## config.mk

```make
export PLATFORM = sky130hd
export DESIGN_NAME = pg_access_guard
export DESIGN_NICKNAME = d
export VERILOG_FILES = /design/src/rtl/pag_pkg.sv /design/src/rtl/pag_len_cmp.sv /design/src/rtl/pag_classify.sv /design/src/rtl/pag_desc_bits.sv /design/src/rtl/pag_status.sv /design/src/rtl/pg_access_guard.sv
export SDC_FILE = /design/constraint.sdc
export NUM_CORES = 1
export LEC_CHECK = 0
export BUFFER_PORTS_ARGS = -buffer_cell sky130_fd_sc_hd__buf_4
export CORE_ASPECT_RATIO = 2
export CORE_MARGIN = 1.5
export CORE_UTILIZATION = 45
export CTS_BUF_LIST = sky130_fd_sc_hd__clkbuf_2 sky130_fd_sc_hd__clkbuf_4 sky130_fd_sc_hd__clkbuf_8
export DETAILED_ROUTE_END_ITERATION = 10
export GPL_ROUTABILITY_DRIVEN = 0
export PLACE_DENSITY = 0.73
export RECOVER_POWER = 25
export SLEW_MARGIN = 5
export SYNTH_ARGS = -nofsm -noshare
export SYNTH_HDL_FRONTEND = slang
export SYNTH_SLANG_ARGS = --single-unit
```

## constraint.sdc

```tcl
create_clock -name clk -period 1.6 [get_ports clk]
set_input_delay 0.08 -clock clk [delete_from_list [all_inputs] [get_ports clk]]
set_output_delay 0.08 -clock clk [all_outputs]
set_load 0.005 [all_outputs]
```

## src/rtl/pag_pkg.sv

```systemverilog
package pag_pkg;

    typedef enum logic [1:0] {
        OUT_GO    = 2'b00,
        OUT_TRAP  = 2'b01,
        OUT_ABORT = 2'b10
    } outcome_e;

    typedef struct packed {
        logic nonres;
        logic length;
        logic rdonly;
    } fault_t;

    typedef struct packed {
        fault_t   fault;
        logic     trap_class;
        outcome_e result;
    } verdict_t;

    function automatic logic code_nonres(input logic [2:0] code);
        return (code == 3'd0) || (code == 3'd3) || (code == 3'd7);
    endfunction

    function automatic logic code_rdonly(input logic [2:0] code);
        return (code == 3'd1) || (code == 3'd2);
    endfunction

    function automatic logic code_traps(input logic [2:0] code, input logic is_wr);
        if (is_wr)
            return (code == 3'd4) || (code == 3'd5);
        else
            return (code == 3'd1) || (code == 3'd4);
    endfunction

endpackage

```

## src/rtl/pag_len_cmp.sv

```systemverilog
module pag_len_cmp #(
    parameter int BLK_W = 7
) (
    input  logic [BLK_W-1:0] blk,
    input  logic [BLK_W-1:0] len,
    input  logic             down,
    output logic             outside
);
    always_comb begin
        if (down)
            outside = (blk < len);
        else
            outside = (blk > len);
    end
endmodule

```

## src/rtl/pag_classify.sv

```systemverilog
module pag_classify
    import pag_pkg::*;
(
    input  logic       valid,
    input  logic [2:0] code,
    input  logic       is_wr,
    input  logic       len_err,
    output verdict_t   verdict
);
    logic nr, ro, pl, tc;

    always_comb begin
        nr = code_nonres(code);
        ro = !nr && is_wr && code_rdonly(code);
        pl = !nr && !ro && len_err;
        tc = !nr && !ro && code_traps(code, is_wr);

        verdict.fault.nonres = valid && nr;
        verdict.fault.rdonly = valid && ro;
        verdict.fault.length = valid && pl;
        verdict.trap_class   = valid && tc;

        if (!valid)
            verdict.result = OUT_GO;
        else if (nr || ro || pl)
            verdict.result = OUT_ABORT;
        else if (tc)
            verdict.result = OUT_TRAP;
        else
            verdict.result = OUT_GO;
    end
endmodule

```

## src/rtl/pag_desc_bits.sv

```systemverilog
module pag_desc_bits #(
    parameter int NPAGE = 16,
    localparam int PAGE_W = $clog2(NPAGE)
) (
    input  logic              clk,
    input  logic              rst,
    input  logic              upd_en,
    input  logic [PAGE_W-1:0] upd_page,
    input  logic              set_acc,
    input  logic              set_wr,
    input  logic              clr_en,
    input  logic [PAGE_W-1:0] clr_page,
    output logic [NPAGE-1:0]  acc,
    output logic [NPAGE-1:0]  wrt
);
    for (genvar i = 0; i < NPAGE; i++) begin : g_page
        logic hit_upd, hit_clr;
        assign hit_upd = upd_en && (upd_page == PAGE_W'(i));
        assign hit_clr = clr_en && (clr_page == PAGE_W'(i));

        always_ff @(posedge clk) begin
            if (rst || hit_clr) begin
                acc[i] <= 1'b0;
                wrt[i] <= 1'b0;
            end else if (hit_upd) begin
                if (set_acc) acc[i] <= 1'b1;
                if (set_wr)  wrt[i] <= 1'b1;
            end
        end
    end
endmodule

```

## src/rtl/pag_status.sv

```systemverilog
module pag_status
    import pag_pkg::*;
#(
    parameter int PAGE_W = 4
) (
    input  logic              clk,
    input  logic              rst,
    input  logic              clear,
    input  verdict_t          verdict,
    input  logic              trap_en,
    input  logic [PAGE_W-1:0] page,
    output logic [2:0]        abort_flags,
    output logic              trap_flag,
    output logic [PAGE_W-1:0] page_rec,
    output logic              frozen
);
    logic [2:0] err_vec;
    logic       aborting;

    assign frozen   = |abort_flags;
    assign err_vec  = {verdict.fault.nonres, verdict.fault.length, verdict.fault.rdonly};
    assign aborting = |err_vec;

    always_ff @(posedge clk) begin
        if (rst || clear) begin
            abort_flags <= '0;
            trap_flag   <= 1'b0;
            page_rec    <= '0;
        end else begin
            if (verdict.trap_class)
                trap_flag <= 1'b1;
            if (!frozen) begin
                if (aborting) begin
                    abort_flags <= abort_flags | err_vec;
                    page_rec    <= page;
                end else if (verdict.trap_class && trap_en) begin
                    page_rec    <= page;
                end
            end
        end
    end
endmodule

```

## src/rtl/pg_access_guard.sv

```systemverilog
module pg_access_guard
    import pag_pkg::*;
#(
    parameter int NPAGE = 16,
    parameter int BLK_W = 7,
    localparam int PAGE_W = $clog2(NPAGE)
) (
    input  logic              clk,
    input  logic              rst,
    input  logic              ref_valid,
    input  logic [2:0]        ref_code,
    input  logic [PAGE_W-1:0] ref_page,
    input  logic              ref_write,
    input  logic              trap_enable,
    input  logic [BLK_W-1:0]  blk_num,
    input  logic [BLK_W-1:0]  pg_len,
    input  logic              expand_down,
    input  logic              stat_clear,
    input  logic              desc_clear,
    input  logic [PAGE_W-1:0] desc_clear_page,
    output logic [1:0]        outcome,
    output logic              trap_req,
    output logic [2:0]        stat_abort,
    output logic              stat_trap,
    output logic [PAGE_W-1:0] stat_page,
    output logic [NPAGE-1:0]  acc_bits,
    output logic [NPAGE-1:0]  wr_bits
);
    logic     len_err;
    verdict_t verdict;
    logic     frozen;
    logic     commit_wr;

    pag_len_cmp #(.BLK_W(BLK_W)) u_len (
        .blk     (blk_num),
        .len     (pg_len),
        .down    (expand_down),
        .outside (len_err)
    );

    pag_classify u_cls (
        .valid   (ref_valid),
        .code    (ref_code),
        .is_wr   (ref_write),
        .len_err (len_err),
        .verdict (verdict)
    );

    pag_status #(.PAGE_W(PAGE_W)) u_stat (
        .clk         (clk),
        .rst         (rst),
        .clear       (stat_clear),
        .verdict     (verdict),
        .trap_en     (trap_enable),
        .page        (ref_page),
        .abort_flags (stat_abort),
        .trap_flag   (stat_trap),
        .page_rec    (stat_page),
        .frozen      (frozen)
    );

    assign commit_wr = ref_write && (verdict.result != OUT_ABORT);

    pag_desc_bits #(.NPAGE(NPAGE)) u_desc (
        .clk      (clk),
        .rst      (rst),
        .upd_en   (ref_valid),
        .upd_page (ref_page),
        .set_acc  (verdict.trap_class),
        .set_wr   (commit_wr),
        .clr_en   (desc_clear),
        .clr_page (desc_clear_page),
        .acc      (acc_bits),
        .wrt      (wr_bits)
    );

    assign outcome  = verdict.result;
    assign trap_req = verdict.trap_class && trap_enable && !stat_trap;

endmodule

```

==> impl_metrics.ini, run 1 <==
[critical_path]
endpoint_kind = primary output
start_kind = primary input
reg2reg_from = u_stat.abort_flags[2]
crit_type = in -> out
rrSetupSlack_ps = 110
r2r_cells = 3
r2r-end = u_stat.page_rec[2]
cp.arrival_ps = 1530
critPathMaxFanout = 4
critPathRequiredTime_ps = 1520

[min_path]
hold_class = in -> reg
holdPathEnd = u_stat.page_rec[3]
min_from = ref_page[3]
whs_path_depth = 3

[synthesis]
synthesis.nets = 270
synth-adder-area-share_pct = 4.45
synth_cells = 230
synth.cell_area_um2 = 1970
yosys_register_bits = 40
synth.largest_area_cell = dfxtp_1
synthMuxAreaShare_pct = 2.04
avgSynthCellArea_um2 = 8.55
synth_compound_area_share_pct = 21.3
synth_top_family_by_area = simple AND/OR/NAND/NOR gates
yosys.area_share.simple_pct = 27.1
synth_top_cell_area_share_pct = 40.7
ys.flop_type = dfxtp_1
yosysWarnings = 0
synth_cell_types = 41
synthXorXnorAreaFrac_pct = 1.27
asyncSetResetFlopFracSynth_pct = 0
synth_edf_count = 0
synthTopCellsByArea = dfxtp_1 41%, o21a_1 7.3%, nand2_1 5.3%
ys_seq_area_share_pct = 40.7
synth_common_cells = 40 x dfxtp_1, 28 x nand2_1, 19 x nand3_1, 19 x o21a_1, 16 x a21oi_1
synthMostInstantiatedCell = dfxtp_1

[die]
chipHeight_um = 96.5
die_area_um2 = 4800
die_x_um = 49.8
initial_utilization_pct = 47.6
rows = 33
coreArea_um2 = 4130
ios = 76

[finish]
fill_cells = 353
area_delta_synth_final_pct = 46.3
nNetsFinal = 355
antenna_cells = 0
drive_gt1_share_pct = 36.5

[timing]
drv_slew = 0
relSlewSlack_pct = 63.4
setup_violations = 1
tns_ps = -12.9
setup_ws_ps = -12.9
final.min_clock_period_ps = 1610
fin_skew_ps = 5.15
rsz0062_at_grt = yes
max_clock_freq_mhz = 620
fin_crit_sh_pct = 101
finalHoldViolCount = 0
worstMarginPinSlew_ps = 548

[cts]
clk-insertion-delay-late_ps = 290
cts.path.max_buffers = 2
path_clk_slew_ps = 70
cts_buffers = 5
tritoncts = built
htree_num_levels = 2
cts_root_buf = clkbuf_8
cts_sinks = 40

[outcome]
status = finished with violations
violations = setup timing

[pwr]
powerDensity_nw_per_um2 = 748
leakagePower_nw = 1.19
max-vdd-ir-drop_mv = 0.659

[placed_design]
port_buffers = 75
place_hpwl_um = 4540
place_ws_ps = -145

[drt]
first_pass_iters = 4
drtAntennaViolNets = 0
dr.first_iter.drc_count = 59
drc = 0
avgViaCountPerCell = 5.51
avgRoutedWirePerCell_um = 15.9
vias = 2022
drt-total-wl_um = 5830

[global_routing]
grt_overflow = 0
antenna_found_initial = 0
grt.total_usage_pct = 25.3
grt_pass1_vias = 1925
grt_start_max_net_pins = 19
grt_pass1_wl_um = 9030

[flow_run]
drv_cap = 0
[through the flow]
step	util (%)	area, um2	power (mW)	hold WS, ps	instances
after global placement	63.4	2620	1.39	251	355
final	69.7	2880	2.15	96.5	367
after global routing	69.7	2880	2.23	93.3	367
after floorplan	-	1970	1.23	157	230
after detailed placement	63.4	2620	1.40	257	355
after CTS	66.9	2760	2.13	87.5	366
[cell type report]
| type | instances | area [um2] | area share, % |
|---|---|---|---|
| tap | 52 | 65.1 | 2.26 |
| multi-input combinational | 175 | 1180 | 41.0 |
| timing repair buffer | 86 | 698 | 24.3 |
| clock buffer | 7 | 96.3 | 3.35 |
| inverter | 7 | 36.3 | 1.26 |
| sequential | 40 | 801 | 27.8 |
[routing by layer]
| layer | global-route usage, % | up-vias | part of all wire (%) |
|---|---|---|---|
| met2 | 50.8 | 78 | 58 |
| li1 | - | 992 | - |
| met1 | 23.8 | 939 | 34 |
| met3 | 4.15 | 13 | 4.9 |
| met4 | 12.7 | 0 | 3.0 |
| met5 | 0 | - | 0 |
[worst max path at each step]
stage	from	endpoint	cells after the start
6_report	pg_len[1]	outcome[1]	9
5_1_grt	ref_write	trap_req	6
4_1_cts	pg_len[6]	outcome[1]	9
3_5_place_dp	pg_len[6]	u_stat.page_rec[2]	8
3_3_place_gp	blk_num[6]	u_stat.page_rec[0]	7
2_1_floorplan	pg_len[6]	u_stat.page_rec[0]	7
[layout by cell type (no fill, tap or decap), drive strengths merged, types with 3 or more instances in the layout]
master	count
ha	7
mux2i	4
o21a	19
nor3	5
buf	66
nor3b	4
nand3b	3
o21ai	17
a31oi	6
and3	3
clkbuf	26
dfxtp	40
nand3	19
nor2	14
and3b	4
a21oi	16
nor4	4
inv	7
nand2	29
nor2b	3
[kinds of logic (layout without fill, tap and decap cells)]
kind of cell               Yosys count  count (layout)
and+or+nand+nor                     99              99
AOI/OAI and AO/OA                   63              63
DFF                                 40              40
buffers and inverters               15             100
adders and majority gates            7               7
muxes                                4               4
xor gates and xnor gates             2               2
[worst max-delay path, stage by stage]
cell and delay [ps]:
buf_4 80, inv_2 30, ha_4 250, nand3b_1 100
a21o_1 220, a311o_4 410, nand3b_4 120, and2_4 150
buf_6 80
[power breakdown]
group	internal [mW]	switching, mW	total (mW)
Sequential	1.01	0.00631	1.01
Combinational	0.212	0.213	0.426
Clock	0.384	0.333	0.717
[state kept, by name (all words and copies together) (netlist names)]
name                flops
u_desc.acc             16
u_stat.page_rec         4
u_stat.abort_flags      3
u_desc.wrt             16
u_stat.trap_flag        1
[repair_timing]
action | CTS | global route
endpoints found under the setup margin | 2 | 2
hold buffers | 1 | 0
resized for setup | 2 | 28
buffers inserted | 3 | 1
endpoints found under the hold margin | 1 | 0
pin swaps | 1 | 11
No activity file was read; power rests on OpenSTA's default activity.
==> run 2: changes to the inputs <==
Settings changed: BUFFER_PORTS_ARGS -buffer_cell sky130_fd_sc_hd__buf_4 to unset, DONT_BUFFER_PORTS set to 1, PLACE_DENSITY 0.73 to 0.58.
==> run 2 against run 1 <==
  * The run now ends clean
  * Die area did not move
  * Sequential power barely moved
  * Combinational power fell by 41%
  * Worst setup slack improved by 110 ps
  * Clock skew fell by 4.2 ps
  * Power rose by 0.12%
  * Clock power rose by 24%
  * Via count fell by 12%
  * Register-to-register slack barely moved
  * Critical path type is now reg -> reg
==> impl_metrics.ini, run 2 (synthesis gave the netlist of run 1 again) <==
[critical_path]
start_kind = flip-flop
cp_slowest_stage_delay_ps = 580
cp.arrival_ps = 1720
critPathMaxFanout = 4
path_cells = or4b_4 > a31oi_4 > mux2i_1
cp_slowest_cell = or4b_4
endpoint_kind = flip-flop
rrSetupSlack_ps = 100
crit_type = reg -> reg
r2r_cells = 3
critPathRequiredTime_ps = 1820

[min_path]
whs_path_depth = 2
hold_class = in -> reg

[drt]
first_pass_iters = 4
dr.first_iter.drc_count = 44
avgViaCountPerCell = 6.04
avgRoutedWirePerCell_um = 18.8
drtAntennaViolNets = 0
vias = 1770
drt-total-wl_um = 5510
drc = 0

[global_routing]
antenna_found_initial = 0
grt_start_max_net_pins = 19
grt_pass1_vias = 1701
grt.total_usage_pct = 23.3
busiest_layer = met2
met2_usage_pct = 45.6
grt_overflow = 0
grt_use_met1_pct = 22.0
grt_pass1_wl_um = 8360
grt_util_met3_pct = 5.23

[finish]
final_cell_mix = 40 x dfxtp_1, 28 x nand2_1, 19 x nand3_1, 19 x o21a_1, 16 x a21oi_1
final_common_cell = dfxtp_1
antenna_cells = 0
area_delta_synth_final_pct = 13.0
nNetsFinal = 280
stdcell_count = 293
reg_top3 = u_desc.acc: 16 flops, u_desc.wrt: 16 flops, u_stat.page_rec: 4 flops
drive_gt1_share_pct = 9.13
fin_area_um2 = 2220

[timing]
finalHoldViolCount = 0
drv_slew = 0
fin_crit_sh_pct = 94.0
max_clock_freq_mhz = 665
rsz0062_at_grt = no
fin_skew_ps = 0.954
setup_violations = 0
relSlewSlack_pct = 52.8
final.min_clock_period_ps = 1500
worstMarginPinSlew_ps = 705

[cts]
cts_sinks = 40
htree_num_levels = 2
path_clk_slew_ps = 80
clk-insertion-delay-late_ps = 290
cts.path.max_buffers = 2
cts_root_buf = clkbuf_8
tritoncts = built
cts_buffers = 5

[die]
chipHeight_um = 96.5
die_area_um2 = 4800
rows = 33
initial_utilization_pct = 47.6
ios = 76
coreArea_um2 = 4130
die_x_um = 49.8

[pwr]
powerDensity_nw_per_um2 = 970
leakagePower_nw = 0.825
max-vdd-ir-drop_mv = 0.779

[placed_design]
port_buffers = 0
dp_cells = 275
place_hpwl_um = 4250
dpl_cell_area_um2 = 2000

[flow_run]
drv_cap = 0

[outcome]
status = finished, final reports clean
## run 2: changes by cell type in the layout (fill, tap and decap cells not counted), sizes merged
cell / delta
buf: -62
clkbuf: -19
dlygate4sd3: +6
bufinv: +1
## run 2: routing by layer
layer  up-vias  share of wire (%)
li1        854                  -
met1       830                 33
met2        76                 57
met3        10                7.0
met4         0                2.5
met5         -                  0
## run 2: layout make-up
class	count	area, um2
tap	52	65.1
fill	398	1910
sequential	40	801
timing repair buffer	11	100
clock inverter	1	30.0
multi-input combinational	175	1100
clock buffer	7	96.3
inverter	7	26.3
## run 2: metrics by stage
stage                     hold slack (ps)  setup TNS, ps  util (%)  total power [mW]  worst slack, ps
final                                18.8              0      53.8              2.16             95.3
after CTS                            16.2              0      53.3              2.16             54.0
after detailed placement              163           -242      48.5              1.26            -93.2
after global routing                 19.9              0      53.8              2.23             42.0
after global placement                159              0      48.5              1.25             8.60
after floorplan                       157              0         -              1.23             90.7
## run 2: path summary, 6_finish.rpt
check                                            from                 end
worst max-delay path            u_stat.abort_flags[2]  u_stat.page_rec[1]
worst max register to register  u_stat.abort_flags[2]  u_stat.page_rec[1]
worst min register to register          u_desc.wrt[1]       u_desc.wrt[1]
worst min-delay path                      ref_page[1]      u_desc.acc[12]
## run 2: worst max-delay path, delay by kind of cell, from the launching register on
family	cells	cell delay (ps)
DFF	1	340
muxes	1	240
and+or+nand+nor	1	580
AOI/OAI and AO/OA	1	270
## run 2: what timing repair did
action	in CTS	in global routing
endpoints found under the hold margin	26	0
endpoints found under the setup margin	0	1
setup buffers	0	3
resized for setup	0	0
hold buffers	7	0
## run 2: where the power goes
group | switching [mW] | leakage [nW] | internal, mW | total, mW
Clock | 0.341 | 0.0645 | 0.550 | 0.891
Sequential | 0.00859 | 0.323 | 1.01 | 1.01
Combinational | 0.144 | 0.437 | 0.108 | 0.252
